`src/rtl/smb_seq_pkg.sv`:
```
// Shared encodings for the SMBus host sequencer.
// Assumes 7-bit addressing and byte-wide data on the engine channel.
package smb_seq_pkg;

    typedef enum logic [3:0] {
        CMD_QUICK   = 4'd0,
        CMD_SEND    = 4'd1,
        CMD_RECV    = 4'd2,
        CMD_WR_BYTE = 4'd3,
        CMD_RD_BYTE = 4'd4,
        CMD_WR_WORD = 4'd5,
        CMD_RD_WORD = 4'd6,
        CMD_WR_BLK  = 4'd7,
        CMD_RD_BLK  = 4'd8
    } cmd_e;

    typedef enum logic [2:0] {
        OP_START = 3'd0,
        OP_SEND  = 3'd1,
        OP_RECV  = 3'd2,
        OP_NACK  = 3'd3,
        OP_STOP  = 3'd4
    } op_e;

    typedef enum logic [3:0] {
        PH_IDLE, PH_START, PH_CODE, PH_LEN, PH_WDATA,
        PH_RSTART, PH_RCNT, PH_RDATA, PH_NACK, PH_STOP
    } phase_e;

    // Write length: saturate at the buffer size.
    function automatic logic [7:0] clamp_wr_len(input logic [7:0] n, input int unsigned lim);
        return (n > 8'(lim)) ? 8'(lim) : n;
    endfunction

    // Read count: anything larger than the buffer is treated as empty.
    function automatic logic [7:0] clamp_rd_cnt(input logic [7:0] n, input int unsigned lim);
        return (n > 8'(lim)) ? 8'd0 : n;
    endfunction

endpackage

```
`src/rtl/smb_seq_step.sv`:
```
// Micro-sequence decoder: given the current phase and command kind,
// selects the bus operation for this phase and the phase that follows
// once the engine acknowledges it. Purely combinational.
// Assumes the caller supplies the loop-end flags for data phases.
module smb_seq_step
    import smb_seq_pkg::*;
(
    input  phase_e phase,
    input  cmd_e   kind,
    input  logic   data_last,
    input  logic   data_none,
    input  logic   rx_none,
    output phase_e phase_nxt,
    output op_e    op
);

    // Operation and successor for each phase
    always_comb begin
        phase_nxt = PH_IDLE;
        op        = OP_STOP;
        case (phase)
            PH_START: begin
                op = OP_START;
                case (kind)
                    CMD_QUICK: phase_nxt = PH_STOP;
                    CMD_SEND:  phase_nxt = PH_WDATA;
                    CMD_RECV:  phase_nxt = PH_RDATA;
                    default:   phase_nxt = PH_CODE;
                endcase
            end
            PH_CODE: begin
                op = OP_SEND;
                case (kind)
                    CMD_WR_BYTE, CMD_WR_WORD: phase_nxt = PH_WDATA;
                    CMD_WR_BLK:               phase_nxt = PH_LEN;
                    default:                  phase_nxt = PH_RSTART;
                endcase
            end
            PH_LEN: begin
                op        = OP_SEND;
                phase_nxt = data_none ? PH_STOP : PH_WDATA;
            end
            PH_WDATA: begin
                op        = OP_SEND;
                phase_nxt = data_last ? PH_STOP : PH_WDATA;
            end
            PH_RSTART: begin
                op        = OP_START;
                phase_nxt = (kind == CMD_RD_BLK) ? PH_RCNT : PH_RDATA;
            end
            PH_RCNT: begin
                op        = OP_RECV;
                phase_nxt = rx_none ? PH_NACK : PH_RDATA;
            end
            PH_RDATA: begin
                op        = OP_RECV;
                phase_nxt = data_last ? PH_NACK : PH_RDATA;
            end
            PH_NACK: begin
                op        = OP_NACK;
                phase_nxt = PH_STOP;
            end
            PH_STOP: begin
                op        = OP_STOP;
                phase_nxt = PH_IDLE;
            end
            default: begin
                op        = OP_STOP;
                phase_nxt = PH_IDLE;
            end
        endcase
    end

endmodule

```
`src/rtl/smb_blk_buf.sv`:
```
// Block data store: one write port, two asynchronous read ports.
// Assumes the caller arbitrates the single write port. No reset on storage.
module smb_blk_buf #(
    parameter int DEPTH = 32,
    parameter int IDX_W = $clog2(DEPTH)
) (
    input  logic             clk,
    input  logic             we,
    input  logic [IDX_W-1:0] widx,
    input  logic [7:0]       wdata,
    input  logic [IDX_W-1:0] ra_idx,
    output logic [7:0]       ra_data,
    input  logic [IDX_W-1:0] rb_idx,
    output logic [7:0]       rb_data
);

    logic [7:0] mem [DEPTH];

    // Store one byte per cycle
    always_ff @(posedge clk) begin
        if (we) mem[widx] <= wdata;
    end

    // Read ports for the sequencer and the controller
    always_comb begin
        ra_data = mem[ra_idx];
        rb_data = mem[rb_idx];
    end

endmodule

```
`src/rtl/smb_cmd_seq.sv`:
```
// SMBus host command sequencer top.
// Takes one command request, walks its micro-sequence of bus operations
// over a valid/ready channel to a byte-level I2C host engine, and reports
// completion with a done pulse, read data and byte count.
// Assumes the engine holds op_ready for one cycle per accepted operation
// and presents received data on op_rdata in that same cycle.
module smb_cmd_seq
    import smb_seq_pkg::*;
#(
    parameter int BLK_MAX = 32,
    parameter int IDX_W   = $clog2(BLK_MAX)
) (
    input  logic             clk,
    input  logic             rst_n,
    input  logic             req_valid,
    output logic             req_ready,
    input  logic [3:0]       req_kind,
    input  logic [6:0]       req_addr,
    input  logic             req_dir,
    input  logic [7:0]       req_code,
    input  logic [15:0]      req_wdata,
    input  logic [7:0]       req_len,
    input  logic             buf_we,
    input  logic [IDX_W-1:0] buf_widx,
    input  logic [7:0]       buf_wdata,
    input  logic [IDX_W-1:0] buf_ridx,
    output logic [7:0]       buf_rdata,
    output logic             op_valid,
    input  logic             op_ready,
    output logic [2:0]       op_kind,
    output logic [7:0]       op_byte,
    input  logic [7:0]       op_rdata,
    output logic             done,
    output logic [15:0]      done_rdata,
    output logic [7:0]       done_len
);

    phase_e      phase_q, phase_nxt;
    cmd_e        kind_q, kind_in;
    op_e         op_cur;
    logic [6:0]  addr_q;
    logic        dir_q;
    logic [7:0]  code_q;
    logic [15:0] wdata_q;
    logic [7:0]  cnt_q, cnt_in;
    logic [7:0]  idx_q;
    logic [15:0] rdata_q;
    logic        done_q;
    logic        req_fire, op_fire;
    logic        data_last, data_none, rx_none;
    logic [7:0]  seq_rbyte;
    logic        mem_we;
    logic [IDX_W-1:0] mem_widx;
    logic [7:0]  mem_wdata;
    logic        seq_blk_wr;
    logic        start_rd;

    assign req_ready = (phase_q == PH_IDLE);
    assign req_fire  = req_valid && req_ready;
    assign op_valid  = (phase_q != PH_IDLE);
    assign op_fire   = op_valid && op_ready;
    assign op_kind   = op_cur;

    assign data_last = ((idx_q + 8'd1) == cnt_q);
    assign data_none = (cnt_q == 8'd0);
    assign rx_none   = (clamp_rd_cnt(op_rdata, BLK_MAX) == 8'd0);

    // Decode incoming kind; unassigned codes run as quick
    always_comb begin
        kind_in = (req_kind > 4'd8) ? CMD_QUICK : cmd_e'(req_kind);
        case (kind_in)
            CMD_SEND, CMD_RECV, CMD_WR_BYTE, CMD_RD_BYTE: cnt_in = 8'd1;
            CMD_WR_WORD, CMD_RD_WORD:                     cnt_in = 8'd2;
            CMD_WR_BLK: cnt_in = clamp_wr_len(req_len, BLK_MAX);
            default:    cnt_in = 8'd0;
        endcase
    end

    smb_seq_step u_step (
        .phase     (phase_q),
        .kind      (kind_q),
        .data_last (data_last),
        .data_none (data_none),
        .rx_none   (rx_none),
        .phase_nxt (phase_nxt),
        .op        (op_cur)
    );

    // Byte placed on the channel for the current phase
    always_comb begin
        start_rd = (kind_q == CMD_QUICK) ? dir_q : (kind_q == CMD_RECV);
        case (phase_q)
            PH_START:  op_byte = {addr_q, start_rd};
            PH_RSTART: op_byte = {addr_q, 1'b1};
            PH_CODE:   op_byte = code_q;
            PH_LEN:    op_byte = cnt_q;
            PH_WDATA: begin
                case (kind_q)
                    CMD_WR_WORD: op_byte = idx_q[0] ? wdata_q[15:8] : wdata_q[7:0];
                    CMD_WR_BLK:  op_byte = seq_rbyte;
                    default:     op_byte = wdata_q[7:0];
                endcase
            end
            default:   op_byte = 8'd0;
        endcase
    end

    // Buffer write arbitration: received block bytes, else controller when idle
    always_comb begin
        seq_blk_wr = op_fire && (phase_q == PH_RDATA) && (kind_q == CMD_RD_BLK);
        mem_we     = seq_blk_wr || (buf_we && req_ready);
        mem_widx   = seq_blk_wr ? idx_q[IDX_W-1:0] : buf_widx;
        mem_wdata  = seq_blk_wr ? op_rdata : buf_wdata;
    end

    smb_blk_buf #(.DEPTH(BLK_MAX), .IDX_W(IDX_W)) u_buf (
        .clk     (clk),
        .we      (mem_we),
        .widx    (mem_widx),
        .wdata   (mem_wdata),
        .ra_idx  (idx_q[IDX_W-1:0]),
        .ra_data (seq_rbyte),
        .rb_idx  (buf_ridx),
        .rb_data (buf_rdata)
    );

    // Sequencer state, request capture and result collection
    always_ff @(posedge clk) begin
        if (!rst_n) begin
            phase_q <= PH_IDLE;
            kind_q  <= CMD_QUICK;
            addr_q  <= 7'd0;
            dir_q   <= 1'b0;
            code_q  <= 8'd0;
            wdata_q <= 16'd0;
            cnt_q   <= 8'd0;
            idx_q   <= 8'd0;
            rdata_q <= 16'd0;
            done_q  <= 1'b0;
        end else begin
            done_q <= 1'b0;
            if (req_fire) begin
                phase_q <= PH_START;
                kind_q  <= kind_in;
                addr_q  <= req_addr;
                dir_q   <= req_dir;
                code_q  <= req_code;
                wdata_q <= req_wdata;
                cnt_q   <= cnt_in;
                idx_q   <= 8'd0;
                rdata_q <= 16'd0;
            end else if (op_fire) begin
                phase_q <= phase_nxt;
                idx_q   <= (phase_nxt == phase_q) ? idx_q + 8'd1 : 8'd0;
                if (phase_q == PH_RCNT)
                    cnt_q <= clamp_rd_cnt(op_rdata, BLK_MAX);
                if (phase_q == PH_RDATA && kind_q != CMD_RD_BLK) begin
                    if (idx_q[0]) rdata_q[15:8] <= op_rdata;
                    else          rdata_q[7:0]  <= op_rdata;
                end
                if (phase_q == PH_STOP)
                    done_q <= 1'b1;
            end
        end
    end

    assign done       = done_q;
    assign done_rdata = rdata_q;
    assign done_len   = cnt_q;

endmodule

```
`config.mk`:
```
export PLATFORM = sky130hd
export DESIGN_NAME = smb_cmd_seq
export DESIGN_NICKNAME = d
export VERILOG_FILES = /design/src/rtl/smb_seq_pkg.sv /design/src/rtl/smb_seq_step.sv /design/src/rtl/smb_blk_buf.sv /design/src/rtl/smb_cmd_seq.sv
export SDC_FILE = /design/constraint.sdc
export NUM_CORES = 1
export LEC_CHECK = 0
export BUFFER_PORTS_ARGS = -buffer_cell sky130_fd_sc_hd__buf_2
export CAP_MARGIN = 20
export CORE_ASPECT_RATIO = 0.9
export CORE_UTILIZATION = 48
export CTS_CLUSTER_DIAMETER = 100
export DETAILED_ROUTE_END_ITERATION = 10
export PLACE_DENSITY = 0.72
export SETUP_SLACK_MARGIN = 0.3
export SLEW_MARGIN = 20
export SYNTH_ARGS = -nofsm -noshare
export SYNTH_HDL_FRONTEND = slang
export SYNTH_HIERARCHICAL = 1
export SYNTH_SLANG_ARGS = --single-unit
```
`constraint.sdc`:
```
create_clock -name clk -period 3.2 [get_ports clk]
set_input_delay 0.32 -clock clk [delete_from_list [all_inputs] [get_ports clk]]
set_output_delay 0.32 -clock clk [all_outputs]
set_load 0.1 [all_outputs]
```
==> summary.txt <==
Outcome
  • Status: complete, but fails checks
  • Failing checks: setup timing

Synthesis
  • Synth Area per Inst: approximately 16 µm²
  • Main flop type after synthesis: edfxtp_1
  • Number of library cell types mapped by synthesis: 67
  • Netlist Area Pre-Place: 16,500 µm²
  • Seq/Total Area, Yosys: 55.4%
  • Gate Count Post-Synth: 1,061
  • Top cells by area, synth: edfxtp_1 47%, mux4_2 22%, dfxtp_1 8.8%, mux2_2 2.5%, a21boi_2 2.1%
  • Post-synth ARST share: 0%
  • Top-count cell post-synth: edfxtp_1
  • Yosys top cell by area: edfxtp_1
  • Share of the synthesized area in the top cell type: 46.5%
  • Yosys warns: 6
  • Number of synthesized flops with an enable pin: between 200 and 300
  • Synth Net Count: ~1.1k
  • Register bit total from synthesis: approximately 330
  • Top post-synthesis cells by count: 256 x edfxtp_1, 160 x mux4_2, 80 x nor2_1, 73 x dfxtp_1, 59 x nand2_1

Clock network
  • Worst-Skew Late Latency: 0.55 ns
  • Clock Pin Slew Worst Setup and Hold Paths: approximately 0.06 ns
  • TritonCTS clock tree: done
  • Cts hold-fix bufs: 0
  • CTS H-Tree Depth: 2
  • CTS max path bufs: 3
  • Root buffer cell: clkbuf_16
  • CTS Buf Count: 35
  • TritonCTS Sinks: 329

Pwr
  • Pleak: 6.75 nW
  • Pwr dens: about 500 nW/µm²
  • Worst VDD drop: 676 µV
  • Tot Pwr: 0.0101 W

STA
  • Count of pins over their slew limit: 0
  • Unrepaired setup endpoints after global routing: yes
  • Skew final: 0.0262 ns
  • Final setup violation count: 16
  • Final worst slack: -0.387 ns
  • Min Tclk post-route: ~3.6 ns
  • Final hold violations: 0
  • Normalized max-slew margin: 34.9%
  • Tcrit/Tclk final: 112%
  • Fmax: ~0.28 GHz
  • Slew @ Worst Pin: 0.976 ns

Global routing
  • Vias in the first global route: 10.8k
  • Antenna violations before repair: 1
  • Largest net degree at the start of global routing: 45
  • First-pass GRT wire length: 65,200 µm
  • Gr usage total: 25.1%
  • Grt total ovfl: 0

Placement
  • Number of port buffers: 120
  • Post-detail-place hpwl: 29,800 µm
  • Area of placed instances: 18,500 µm²
  • Global placement routability congestion: 0.828

Final layout
  • Final Cell Area: 20,100 µm²
  • Layout cells sized above 1: 48.5%
  • Synth-to-Final Area Change: 21.9%
  • Diode count: 0
  • Nets: 1,332

Critical path
  • WP data required: 2.88 ns
  • Arr. time, crit path: 3.27 ns
  • Maximum fanout along the worst path: 6
  • CP Class: register to output port
  • CP endpoint kind: output port
  • Critical path startpoint category: register

Route
  • DRT iter0 DRCs: 1,309
  • DRT Pass-1 Iters: 7
  • Residual DRC: 0
  • WL/cell: 25.0 µm
  • Avg Vias per Cell: just over 6
  • Final WL: 43,500 µm
  • ANT nets after route: 0
  • Vias after detailed routing: between 10k and 15k

Floorplanning
  • Initial Utilization: approximately half
  • Die area: 35,200 µm²
  • Die Width: 198 µm
  • Io pins: 121
  • Die span in y: between 150 and 200 µm
  • CORE AREA: between 30,000 and 40,000 µm²
  • Row count: 64

Hold path
  • Worst min path class: input pin to register

Flow run
  • Max_cap viols: 0
registers in the layout, summed over array words and instances, names as in the netlist, 4 cells and up:
signal      count
done_len        8
done_rdata     16
code_q          8
idx_q           8
u_buf/mem     256
wdata_q        16
kind_q          4
phase_q         4
addr_q          7
worst paths after layout:
path	start	to	slack, ns	depth (start not counted)
hold / removal	req_wdata[12]	wdata_q[12]$_SDFFE_PN0P_	0.03	3
hold reg to reg	code_q[0]$_SDFFE_PN0P_	code_q[0]$_SDFFE_PN0P_	0.47	2
setup / recovery	idx_q[1]$_SDFFE_PP0P_	op_byte[4]	-0.39	10
setup reg to reg	idx_q[1]$_SDFFE_PP0P_	idx_q[7]$_SDFFE_PP0P_	-0.30	14
final cells by class:
class                      count  area (µm²)
fill                        2563       13800
sequential                   329        9180
multi-input combinational    634        7200
timing repair buffer         243        1880
clock buffer                  42         965
tap                          462         578
clock inverter                21         274
inverter                      13        51.3
worst max-delay path, cell delays in order (launching register included):
cell and delay [ns]:
dfxtp_4 0.41, buf_12 0.15, buf_12 0.11, buf_16 0.12, mux4_2 0.51, mux4_2 0.49, mux2_4 0.31, nand3b_1 0.18
o21ai_2 0.14, o32ai_4 0.12, buf_12 0.20
per-stage QoR:
| stage | setup slack (ns) | util (%) | cells | TNS [ns] | hold slack [ns] |
|---|---|---|---|---|---|
| after floorplan | 0.183 | - | 1061 | 0 | 0.445 |
| after detailed placement | -0.0232 | 54.4 | 1671 | -0.101 | 0.459 |
| after global routing | -0.454 | 59.3 | 1744 | -6.34 | 0.0159 |
| after global placement | 0.0147 | 54.4 | 1671 | 0 | 0.452 |
| after CTS | -0.373 | 59.0 | 1742 | -4.07 | 0.00791 |
| final | -0.387 | 59.3 | 1744 | -4.55 | 0.0261 |
kinds of logic after synthesis:
kind of cell | Yosys count | share of synthesized area, %
buf+inv | 98 | 3.19
fa+ha+maj | 1 | 0.0757
compound gates | 126 | 5.98
mux | 216 | 25.5
simple gates | 275 | 9.01
flops | 329 | 55.4
xor+xnor | 16 | 0.848
power by group:
| group | leakage [nW] | internal (W) | switching [W] |
|---|---|---|---|
| clock network | 0.595 | 0.00259 | 0.00176 |
| registers | 2.91 | 0.00465 | 0.0000391 |
| logic | 3.25 | 0.000386 | 0.000659 |
| total | 6.75 | 0.00763 | 0.00245 |
routing by layer:
| metal | share of wire, % | vias to the layer above | GRT usage (%) |
|---|---|---|---|
| li1 | - | 4651 | - |
| met1 | 41 | 5576 | 35.0 |
| met2 | 49 | 544 | 40.3 |
| met3 | 7.7 | 87 | 4.46 |
| met4 | 2.4 | 0 | 7.59 |
| met5 | 0 | - | 0 |
cell usage in the layout, fill, tap and decap left out, types with 21 or more instances in the layout:
cell	n
edfxtp_1	256
mux4_2	160
buf_4	113
buf_2	103
nor2_1	70
dfxtp_1	62
nand2_1	59
clkbuf_16	38
nand2_2	31
a21boi_2	31
mux2_2	30
nand3b_1	21
repair_timing:
action,4_1_cts,5_1_grt
setup endpoints to repair,62,61
pin swaps,4,9
setup buffers,5,1
cloned,3,1
resized for setup,69,21
(Power assumes the default switching activity.)
